[config.mk]
export PLATFORM = sky130hd
export DESIGN_NAME = emt_multiplier
export DESIGN_NICKNAME = d
export VERILOG_FILES = /design/src/rtl/emt_mult_pkg.sv /design/src/rtl/emt_lowprod.sv /design/src/rtl/emt_chunk_pp.sv /design/src/rtl/emt_term_detect.sv /design/src/rtl/emt_multiplier.sv
export SDC_FILE = /design/constraint.sdc
export NUM_CORES = 2
export LEC_CHECK = 0
export BUFFER_PORTS_ARGS = -buffer_cell sky130_fd_sc_hd__buf_4
export CAP_MARGIN = 15
export CORE_ASPECT_RATIO = 0.9
export CORE_MARGIN = 2
export CORE_UTILIZATION = 50
export DETAILED_ROUTE_END_ITERATION = 10
export PLACE_DENSITY = 0.69
export SLEW_MARGIN = 20
export SYNTH_ARGS = -nofsm -noshare
export SYNTH_HDL_FRONTEND = slang
export SYNTH_SLANG_ARGS = --single-unit
[constraint.sdc]
create_clock -name clk -period 9.2 [get_ports clk]
set_clock_uncertainty 0.05 [all_clocks]
set_input_delay 0.92 -clock clk [delete_from_list [all_inputs] [get_ports clk]]
set_output_delay 0.92 -clock clk [all_outputs]
set_load 0.005 [all_outputs]
[src/rtl/emt_mult_pkg.sv]
package emt_mult_pkg;

    typedef enum logic [2:0] {
        OP_MUL32   = 3'd0,
        OP_MAC32   = 3'd1,
        OP_MSB32   = 3'd2,
        OP_MUL32B  = 3'd3,
        OP_LMUL_U  = 3'd4,
        OP_LMUL_S  = 3'd5,
        OP_LMAC_U  = 3'd6,
        OP_LMAC_S  = 3'd7
    } mult_op_e;

    typedef enum logic [1:0] {
        ST_IDLE = 2'd0,
        ST_SACC = 2'd1,
        ST_RUN  = 2'd2,
        ST_LACC = 2'd3
    } mult_st_e;

endpackage

[src/rtl/emt_lowprod.sv]
// Single-cycle low-word product; low bits are the same for signed and unsigned.
module emt_lowprod #(
    parameter int WIDTH = 32
) (
    input  logic [WIDTH-1:0] a_i,
    input  logic [WIDTH-1:0] b_i,
    output logic [WIDTH-1:0] p_o
);
    assign p_o = a_i * b_i;
endmodule

[src/rtl/emt_chunk_pp.sv]
// One partial product: extended multiplicand times one multiplier group,
// sign-extended to the full product width and aligned to its group position.
module emt_chunk_pp #(
    parameter int WIDTH = 32,
    parameter int CHUNK = 8,
    parameter int IDXW  = 2
) (
    input  logic [WIDTH:0]     a_ext_i,
    input  logic [CHUNK-1:0]   chunk_i,
    input  logic               chunk_signed_i,
    input  logic [IDXW-1:0]    idx_i,
    output logic [2*WIDTH-1:0] term_o
);
    localparam int PPW = WIDTH + CHUNK + 2;
    localparam int PW  = 2 * WIDTH;

    logic signed [WIDTH:0]  a_s;
    logic signed [CHUNK:0]  c_s;
    logic signed [PPW-1:0]  pp;
    logic        [PW-1:0]   ext;

    assign a_s    = a_ext_i;
    assign c_s    = {chunk_signed_i & chunk_i[CHUNK-1], chunk_i};
    assign pp     = a_s * c_s;
    assign ext    = {{(PW-PPW){pp[PPW-1]}}, pp};
    assign term_o = ext << (int'(idx_i) * CHUNK);
endmodule

[src/rtl/emt_term_detect.sv]
// Decides whether the group at idx_i is the last one the product needs.
module emt_term_detect #(
    parameter int WIDTH      = 32,
    parameter int CHUNK      = 8,
    parameter int IDXW       = 2,
    parameter int MIN_CHUNKS = 2
) (
    input  logic [WIDTH-1:0] b_i,
    input  logic             sgn_i,
    input  logic [IDXW-1:0]  idx_i,
    output logic             last_o
);
    localparam int NCHUNK = WIDTH / CHUNK;

    logic [NCHUNK-1:0] redundant;

    for (genvar k = 0; k < NCHUNK - 1; k++) begin : g_bound
        localparam int LO = (k + 1) * CHUNK;
        logic [WIDTH-LO:0] upper_s;
        logic [WIDTH-LO-1:0] upper_u;
        assign upper_s      = b_i[WIDTH-1:LO-1];
        assign upper_u      = b_i[WIDTH-1:LO];
        assign redundant[k] = sgn_i ? ((&upper_s) | ~(|upper_s)) : ~(|upper_u);
    end
    assign redundant[NCHUNK-1] = 1'b1;

    assign last_o = (int'(idx_i) >= MIN_CHUNKS - 1) && redundant[idx_i];
endmodule

[src/rtl/emt_multiplier.sv]
module emt_multiplier
    import emt_mult_pkg::*;
#(
    parameter int WIDTH      = 32,
    parameter int CHUNK      = 8,
    parameter int MIN_CHUNKS = 2
) (
    input  logic             clk,
    input  logic             rst_n,
    input  logic             start,
    input  logic [2:0]       op,
    input  logic [WIDTH-1:0] opa,
    input  logic [WIDTH-1:0] opb,
    input  logic [WIDTH-1:0] acc_hi,
    input  logic [WIDTH-1:0] acc_lo,
    input  logic             abort,
    output logic             busy,
    output logic             done,
    output logic [WIDTH-1:0] res_hi,
    output logic [WIDTH-1:0] res_lo
);
    localparam int NCHUNK = WIDTH / CHUNK;
    localparam int IDXW   = (NCHUNK > 1) ? $clog2(NCHUNK) : 1;
    localparam int PW     = 2 * WIDTH;

    typedef struct packed {
        mult_st_e          st;
        logic [IDXW-1:0]   idx;
        logic [WIDTH:0]    a_ext;
        logic [WIDTH-1:0]  b_q;
        logic              sgn;
        logic              accum;
        logic              sub;
        logic [PW-1:0]     acc_q;
        logic [PW-1:0]     prod;
        logic [WIDTH-1:0]  res_hi;
        logic [WIDTH-1:0]  res_lo;
        logic              done;
    } regs_t;

    regs_t r_d, r_q;

    logic [WIDTH-1:0] lowp;
    logic [PW-1:0]    term;
    logic [PW-1:0]    sum;
    logic [CHUNK-1:0] chunk;
    logic             last;
    logic             chunk_sgn;
    mult_op_e         op_v;

    assign op_v      = mult_op_e'(op);
    assign chunk     = r_q.b_q[int'(r_q.idx)*CHUNK +: CHUNK];
    assign chunk_sgn = r_q.sgn & last;
    assign sum       = r_q.prod + term;

    emt_lowprod #(.WIDTH(WIDTH)) u_lowp (
        .a_i (opa),
        .b_i (opb),
        .p_o (lowp)
    );

    emt_chunk_pp #(.WIDTH(WIDTH), .CHUNK(CHUNK), .IDXW(IDXW)) u_pp (
        .a_ext_i        (r_q.a_ext),
        .chunk_i        (chunk),
        .chunk_signed_i (chunk_sgn),
        .idx_i          (r_q.idx),
        .term_o         (term)
    );

    emt_term_detect #(.WIDTH(WIDTH), .CHUNK(CHUNK), .IDXW(IDXW),
                      .MIN_CHUNKS(MIN_CHUNKS)) u_term (
        .b_i    (r_q.b_q),
        .sgn_i  (r_q.sgn),
        .idx_i  (r_q.idx),
        .last_o (last)
    );

    always_comb begin
        r_d      = r_q;
        r_d.done = 1'b0;
        unique case (r_q.st)
            ST_IDLE: begin
                if (start) begin
                    r_d.acc_q = {acc_hi, acc_lo};
                    if (!op[2]) begin
                        if (op_v == OP_MAC32 || op_v == OP_MSB32) begin
                            r_d.st   = ST_SACC;
                            r_d.sub  = (op_v == OP_MSB32);
                            r_d.prod = {{WIDTH{1'b0}}, lowp};
                        end else begin
                            r_d.res_lo = lowp;
                            r_d.res_hi = '0;
                            r_d.done   = 1'b1;
                        end
                    end else begin
                        r_d.st    = ST_RUN;
                        r_d.idx   = '0;
                        r_d.sgn   = op[0];
                        r_d.accum = op[1];
                        r_d.a_ext = {op[0] & opa[WIDTH-1], opa};
                        r_d.b_q   = opb;
                        r_d.prod  = '0;
                    end
                end
            end
            ST_SACC: begin
                if (abort) begin
                    r_d.st = ST_IDLE;
                end else begin
                    r_d.res_lo = r_q.sub ? (r_q.acc_q[WIDTH-1:0] - r_q.prod[WIDTH-1:0])
                                         : (r_q.acc_q[WIDTH-1:0] + r_q.prod[WIDTH-1:0]);
                    r_d.res_hi = '0;
                    r_d.done   = 1'b1;
                    r_d.st     = ST_IDLE;
                end
            end
            ST_RUN: begin
                if (abort) begin
                    r_d.st = ST_IDLE;
                end else begin
                    r_d.prod = sum;
                    if (last) begin
                        if (r_q.accum) begin
                            r_d.st = ST_LACC;
                        end else begin
                            r_d.res_hi = sum[PW-1:WIDTH];
                            r_d.res_lo = sum[WIDTH-1:0];
                            r_d.done   = 1'b1;
                            r_d.st     = ST_IDLE;
                        end
                    end else begin
                        r_d.idx = r_q.idx + 1'b1;
                    end
                end
            end
            ST_LACC: begin
                if (abort) begin
                    r_d.st = ST_IDLE;
                end else begin
                    {r_d.res_hi, r_d.res_lo} = r_q.prod + r_q.acc_q;
                    r_d.done = 1'b1;
                    r_d.st   = ST_IDLE;
                end
            end
            default: r_d.st = ST_IDLE;
        endcase
    end

    always_ff @(posedge clk or negedge rst_n) begin
        if (!rst_n) r_q <= '0;
        else        r_q <= r_d;
    end

    assign busy   = (r_q.st != ST_IDLE);
    assign done   = r_q.done;
    assign res_hi = r_q.res_hi;
    assign res_lo = r_q.res_lo;

    // Cycles spent busy, for the latency bound check.
    logic [2:0] lat_q;
    always_ff @(posedge clk or negedge rst_n) begin
        if (!rst_n)                lat_q <= '0;
        else if (r_q.st == ST_IDLE) lat_q <= '0;
        else                        lat_q <= lat_q + 3'd1;
    end

    AST_DONE_NOT_BUSY: assert property (@(posedge clk) disable iff (!rst_n)
        done |-> !busy);

    AST_BUSY_UNTIL_DONE: assert property (@(posedge clk) disable iff (!rst_n)
        busy && !abort |=> busy || done);

    AST_ABORT_FREES: assert property (@(posedge clk) disable iff (!rst_n)
        busy && abort |=> !busy && !done);

    AST_NO_PARTIAL_WRITE: assert property (@(posedge clk) disable iff (!rst_n)
        !done |-> $stable(res_hi) && $stable(res_lo));

    AST_START_IGNORED: assert property (@(posedge clk) disable iff (!rst_n)
        busy |=> $stable(r_q.b_q) && $stable(r_q.a_ext) && $stable(r_q.acc_q));

    AST_LAT_BOUND: assert property (@(posedge clk) disable iff (!rst_n)
        busy |-> lat_q < 3'd5);

endmodule

# Word-level counts from Yosys, hierarchy flattened
# Index checks and enable logic that the tools add are counted.
[totals] input_bits=135 regBits=265 output_inout_bits=66 elab_cells=105
[op_classes] order_cmp=2 n_addsub=5 n_mux=30 shifts=2 n_reduce_logical=22 bitwise=13 eq_ne=17 multipliers=2
[ops] cell="$mux 65" n=6
[ops] cell="$mux 265" n=1
[ops] cell="$pmux 65 s4" n=1
[ops] cell="$mux 129" n=1
[ops] cell="$add 64x64->64" n=2
[ops] cell="$mux 64" n=2
[ops] cell="$pmux 64 s2" n=1
[ops] cell="$mux 69" n=1
[ops] cell="$shl 64x5->64" n=1
[ops] cell="$mul 33x9->42" n=1
[ops] cell="$add 32x32->32" n=1
[ops] cell="$mul 32x32->32" n=1
[ops] cell="$mux 32" n=1
[ops] cell="$shiftx 32x6->8" n=1
[ops] cell="$sub 32x32->32" n=1
[ops] cell="$reduce_and 25->1" n=1
[ops] cell="$reduce_or 25->1" n=1
[ops] cell="$reduce_or 24->1" n=1
[ops] cell="$ne 2x2->1 const B" n=10
[ops] cell="$reduce_and 17->1" n=1
[ops] cell="$reduce_or 17->1" n=1
[ops] cell="$reduce_or 16->1" n=1
[ops] cell="$mux 2" n=7
[ops] cell="$reduce_and 9->1" n=1
[ops] cell="27 further kinds" n=47

# Logic depth before layout (Yosys ltp)
[depth] word_depth=16 mapped_depth=42 mapped_depth_nobuf=39

# By module
# From an unflattened synthesis, not the netlist that was laid out.
[hier_totals] cells_unflattened=5625 area_unflattened_um2=48058.6
[by_module_without_submodules] module="emt_multiplier" cells_each=2607 area_per_inst_um2=20920.1 seq_area_each_um2=6631.4 instances=1
[by_module_without_submodules] module="emt_lowprod" cells_each=1742 area_per_inst_um2=15922.8 seq_area_each_um2=0.0 instances=1
[by_module_without_submodules] module="emt_chunk_pp" cells_each=1255 area_per_inst_um2=11081.9 seq_area_each_um2=0.0 instances=1
[by_module_without_submodules] module="emt_term_detect" cells_each=21 area_per_inst_um2=133.9 seq_area_each_um2=0.0 instances=1

# Worst setup path before layout
# OpenSTA, ideal clock, no wires.
[synth_timing] kind="register to register" from="register r_q[207] in the netlist's numbering" to="register r_q (netlist bit res_hi[16])" setup_ps=126 required_ps=9024 synth_period_minus_slack_ps=9818 arrival_time_ps=9642 n_path_buf=1 slack_ps=-618 path_stages_with_launch=41 path_cell_list="dfrtp_1 or4_1 o31ai_1 a41o_1 nor4b_2 o31a_2 nand3_1 or2_2 fa_1 fa_1 fa_1 inv_1 fa_1 inv_1 fa_1 inv_1 ha_1 o21a_1 [5 not listed] a311o_1 a21oi_1 xor2_1 o21a_1 a21oi_1 ha_1 buf_2 and3_1 and3_1 and2_1 a211o_1 a31oi_4 o41ai_2 a41oi_1 o21ai_1 a31oi_1 xnor2_1 a221o_1"
[synth_via] elab_chain_cells=16 word_cells_on_any_way=22 classes_between="1 x add/sub; 1 x mul; 1 x eq/ne; 2 x shift; 7 x mux; 5 x bitwise; 5 x reduce/logical"
[synth_rtl] element="from (decl)" line_no="emt_multiplier.sv:41" rtl="regs_t r_d, r_q;"
[synth_rtl] element="from (signal assigned)" line_no="emt_multiplier.sv:151" rtl="else r_q <= r_d;"
[synth_rtl] element="$reduce_or 25->1" line_no="emt_term_detect.sv:23" rtl="assign redundant[k] = sgn_i ? ((&upper_s) | ~(|upper_s)) : ~(|upper_u);"
[synth_rtl] element="$not 1->1" line_no="emt_term_detect.sv:23"
[synth_rtl] element="$or 1x1->1" line_no="emt_term_detect.sv:23"
[synth_rtl] element="$mux 1" line_no="emt_term_detect.sv:23"
[synth_rtl] element="$bmux 1 s2" line_no="emt_term_detect.sv:27" rtl="assign last_o = (int'(idx_i) >= MIN_CHUNKS - 1) && redundant[idx_i];"
[synth_rtl] element="$mux 1 (implied by the code)" line_no="emt_term_detect.sv:27"
[synth_rtl] element="$logic_and 1x1->1" line_no="emt_term_detect.sv:27"
[synth_rtl] element="$and 1x1->1" line_no="emt_multiplier.sv:53" rtl="assign chunk_sgn = r_q.sgn & last;"
[synth_rtl] element="$and 1x1->1" line_no="emt_chunk_pp.sv:23" rtl="assign c_s = {chunk_signed_i & chunk_i[CHUNK-1], chunk_i};"
[synth_rtl] element="$mul 33x9->42" line_no="emt_chunk_pp.sv:24" rtl="assign pp = a_s * c_s;"
[synth_rtl] element="$shl 64x5->64" line_no="emt_chunk_pp.sv:26" rtl="assign term_o = ext << (int'(idx_i) * CHUNK);"
[synth_rtl] element="$add 64x64->64" line_no="emt_multiplier.sv:54" rtl="assign sum = r_q.prod + term;"
[synth_rtl] element="$mux 65" line_no="emt_multiplier.sv:123" rtl="if (r_q.accum) begin"
[synth_rtl] element="$mux 65" line_no="emt_multiplier.sv:122" rtl="if (last) begin"
[synth_rtl] element="$mux 129" line_no="emt_multiplier.sv:118" rtl="if (abort) begin"
[synth_rtl] element="$pmux 65 s4" line_no="emt_multiplier.sv:81" rtl="unique case (r_q.st)"
# Parallel ways exist; a longest one is shown, timed or not. The select of a mux whose other input is x is not followed.
# A chain may end at the register's enable or synchronous reset.

# Worst setup path in the final report
[layout_timing] from="register r_q[210] in the netlist's numbering" to="register r_q (netlist bit res_hi[27])"
# Same word-level chain as after synthesis.

==> metrics.md <==
| Metric | Value |
|---|---|
| Outcome | complete, but fails checks |
| Failing checks | setup timing |
| Grt ovf | 0 |
| Number of flops mapped to enable cells by yosys | 0 |
| Biggest area consumer among synthesized cells | fa_1 |
| Synth cell types | 92 |
| Max Fclk | 103 MHz |
| Worst EP required | 9.59 ns |
| Die height | 297 um |
| Vias/cell | 5.68 |
| Hold Violations, Final | 0 |
| Synth Area in Compound Gates | 0.134 |
| Initial antenna violation count | 4 |
| Synthesized area per cell | 8.45 um^2 |
| Count of max-cap constraint violations | 0 |
| Post-Syn Instances | 5641 |
| Util after Layout | 0.580 |
| Residual DRC | 0 |
| Synth top area share | 0.273 |
| Total global-route track usage | 0.310 |
| H-tree depth | 2 |
| Synth Flop Type | dfrtp_1 |
| Die width | 329 um |
| Top post-synthesis cells by area | fa_1 27%, dfrtp_1 14%, ha_1 9.8% |
| Cts bufs inserted | 35 |
| Clk root buf | clkbuf_16 |
| Detailed-route wire length | 150000 um |
| CP max stage cell | or4_4 |
| Iteration-0 DRC count of the detailed router | 3364 |
| Ratio of cells with drive above 1 in the final layout | 0.158 |
| Clock sinks | 265 |
| Post-Synth Simple-Gate Area | 0.165 |
| Ports | 201 |
| Worst slack, placed | -0.748 ns |
| Register area share after synthesis | 0.139 |
| Fin worst setup slack | -0.548 ns |
| CTS tree | done |
| Worst-Margin Slew | 1.12 ns |
| Synth Area in Adders | 0.371 |
| Hpwl dp | 120000 um |
| CP arrival | 10.14 ns |
| Drt pass-1 iters | 6 |
| GP Congestion | 0.973 |
| XOR/XNOR share of the synthesized area | 0.0535 |
| Hold WS | 0.372 ns |
| Initial Util | 0.504 |
| Hold buffer count at CTS | 0 |
| RSZ-0062 raised after global routing | yes |
| Global-route wire length before repair | 240000 um |
| Pin count of the biggest net entering global routing | 118 |
| Nets | 7150 |
| Critical Path Most Common Cell | fa_1 |
| Vias post-DR | 41300 |
| Clock Tree Buf Depth | 3 |
| Final Critical Period | 9.75 ns |
| YS warnings | 0 |
| Largest family of logic cells by synthesized area | adder cells |
| Clock Latency Late Sink | 0.59 ns |
| Syn Nets | 6801 |
| Count of state elements after synthesis | 265 |
| Period utilisation layout | 1.06 |
| Ys async rst share | 1.00 |
| Max-slew headroom | 0.251 |
| Critical Path Max Stage Delay | 0.57 ns |
| WL/cell | 20.7 um |
| Row count | 107 |
| Maximum fanout along the worst path | 29 |
| Clock transition at path regs | 0.06 ns |
| Area grow syn2layout | 14.9% |
| Post-route ant nets | 0 |
| HP Class | input pin to async pin |
| Port-buffer cells | 200 |
| Synth Cell Area | 47700 um^2 |
| Critical path class | register to register |
| Setup_tns | -15.59 ns |
| Area of the core | 94500 um^2 |
| Overall die area | 97800 um^2 |
| Final setup fails | 54 |
| Vias in the first global route | 42600 |
| Startpoint types | register |
| Slew Limit Fails | 0 |
| Crit end category | register |
| Post-synthesis mux area share | 0.0322 |
[layout by cell type, fill, tap and decap left out, types with 31 or more instances in the layout]
cell and count:
nand2_1 913, inv_1 889, fa_1 650, buf_4 639, ha_1 370, and2_1 283, dfrtp_1 263, a21oi_1 260
nor2_1 216, xnor2_1 191, o21ai_0 150, a21o_1 91, xor2_1 81, mux2_2 67, mux2i_1 55, nand3_1 45
o21a_1 42, nand4_1 41, nor3_1 41, nand2b_1 38, clkbuf_16 36, o21bai_1 35, a22o_1 34, o211ai_1 32
a31oi_1 31
[repair_timing]
item / 4_1_cts / 5_1_grt
pin swaps: 32 / 29
endpoints found under the setup margin: 70 / 87
buffers inserted: 25 / 11
resized for setup: 78 / 70
[state kept, by name (all words and copies together) (netlist names)]
register  flops
res_hi       32
res_lo       32
r_q         200
done          1
[through the flow]
step / instance area (um^2) / std cells
6_report: 54800 / 7273
3_5_place_dp: 52600 / 7174
3_3_place_gp: 52600 / 7174
4_1_cts: 54300 / 7259
2_1_floorplan: 47800 / 5641
5_1_grt: 54800 / 7271
[cells in the mapped netlist, types with 11 or more instances]
master and n:
nand3_1 47, a221oi_1 26, nand4_1 41, a22o_1 34, and2_1 287, clkbuf_1 236
o221ai_1 12, mux2_2 67, a222oi_1 11, a21oi_1 280, fa_1 650, o21ai_0 171
a21o_1 91, nor3_1 43, o31ai_1 15, a221o_1 16, nor2_1 222, and3_1 27
mux2i_1 60, o21a_1 42, nand2_1 917, a211oi_1 26, o21bai_1 35, nor4_1 12
o211ai_1 32, ha_1 375, inv_1 890, buf_1 18, nor2b_1 26, xnor2_1 202
dfrtp_1 265, a31oi_1 36, xor2_1 85, or2_2 15, nand2b_1 38, buf_4 83
o21ai_1 17, a22oi_1 30
[worst paths after layout]
path	from	to	slack, ns	cells past startpoint
max	r_q[210]	res_hi[27]	-0.55	39
min	rst_n	r_q[175]	0.37	1
max reg2reg	r_q[210]	res_hi[27]	-0.55	39
min reg2reg	res_lo[14]	res_lo[14]	0.43	2
max in group asynchronous	rst_n	r_q[133]	7.34	2
min in group clk	res_lo[14]	res_lo[14]	0.43	2
[critical path: cells and delay by family, from the launching register on]
kind                     cells  cell delay [ns]
AO/OA/AOI/OAI               20             3.89
flip-flops                   1             0.38
buffers and inverters        4             0.48
XOR/XNOR                     2             0.37
AND/OR/NAND/NOR              6             1.76
adder cells (fa/ha/maj)      7             2.69
[cell families (layout without fill, tap and decap cells)]
group | count (synthesis) | in the layout
buf+inv | 1242 | 1618
fa+ha+maj | 1025 | 1025
compound gates | 968 | 968
flops | 265 | 265
simple gates | 1717 | 1717
xor+xnor | 289 | 289
other cells | 0 | 3
mux | 135 | 135
[layer usage]
layer | part of all wire | vias up | global-route usage
met5 | 0.000067 | - | 0
met4 | 0.031 | 2 | 0.0896
met3 | 0.087 | 300 | 0.0571
met2 | 0.46 | 1623 | 0.498
met1 | 0.42 | 20600 | 0.427
li1 | - | 18800 | -
[area by class of cell]
cell class | count | area (um^2)
antenna | 3 | 7.51
clock buffer | 46 | 978
clock inverter | 18 | 293
fill | 8603 | 39700
inverter | 891 | 3340
multi-input combinational | 4134 | 36800
sequential | 265 | 6630
tap | 1253 | 1570
timing repair buffer | 663 | 5160
Power is left out: the tool's default activity adds up to more than one toggle a clock period on the data nets, which glitch-free logic cannot reach.
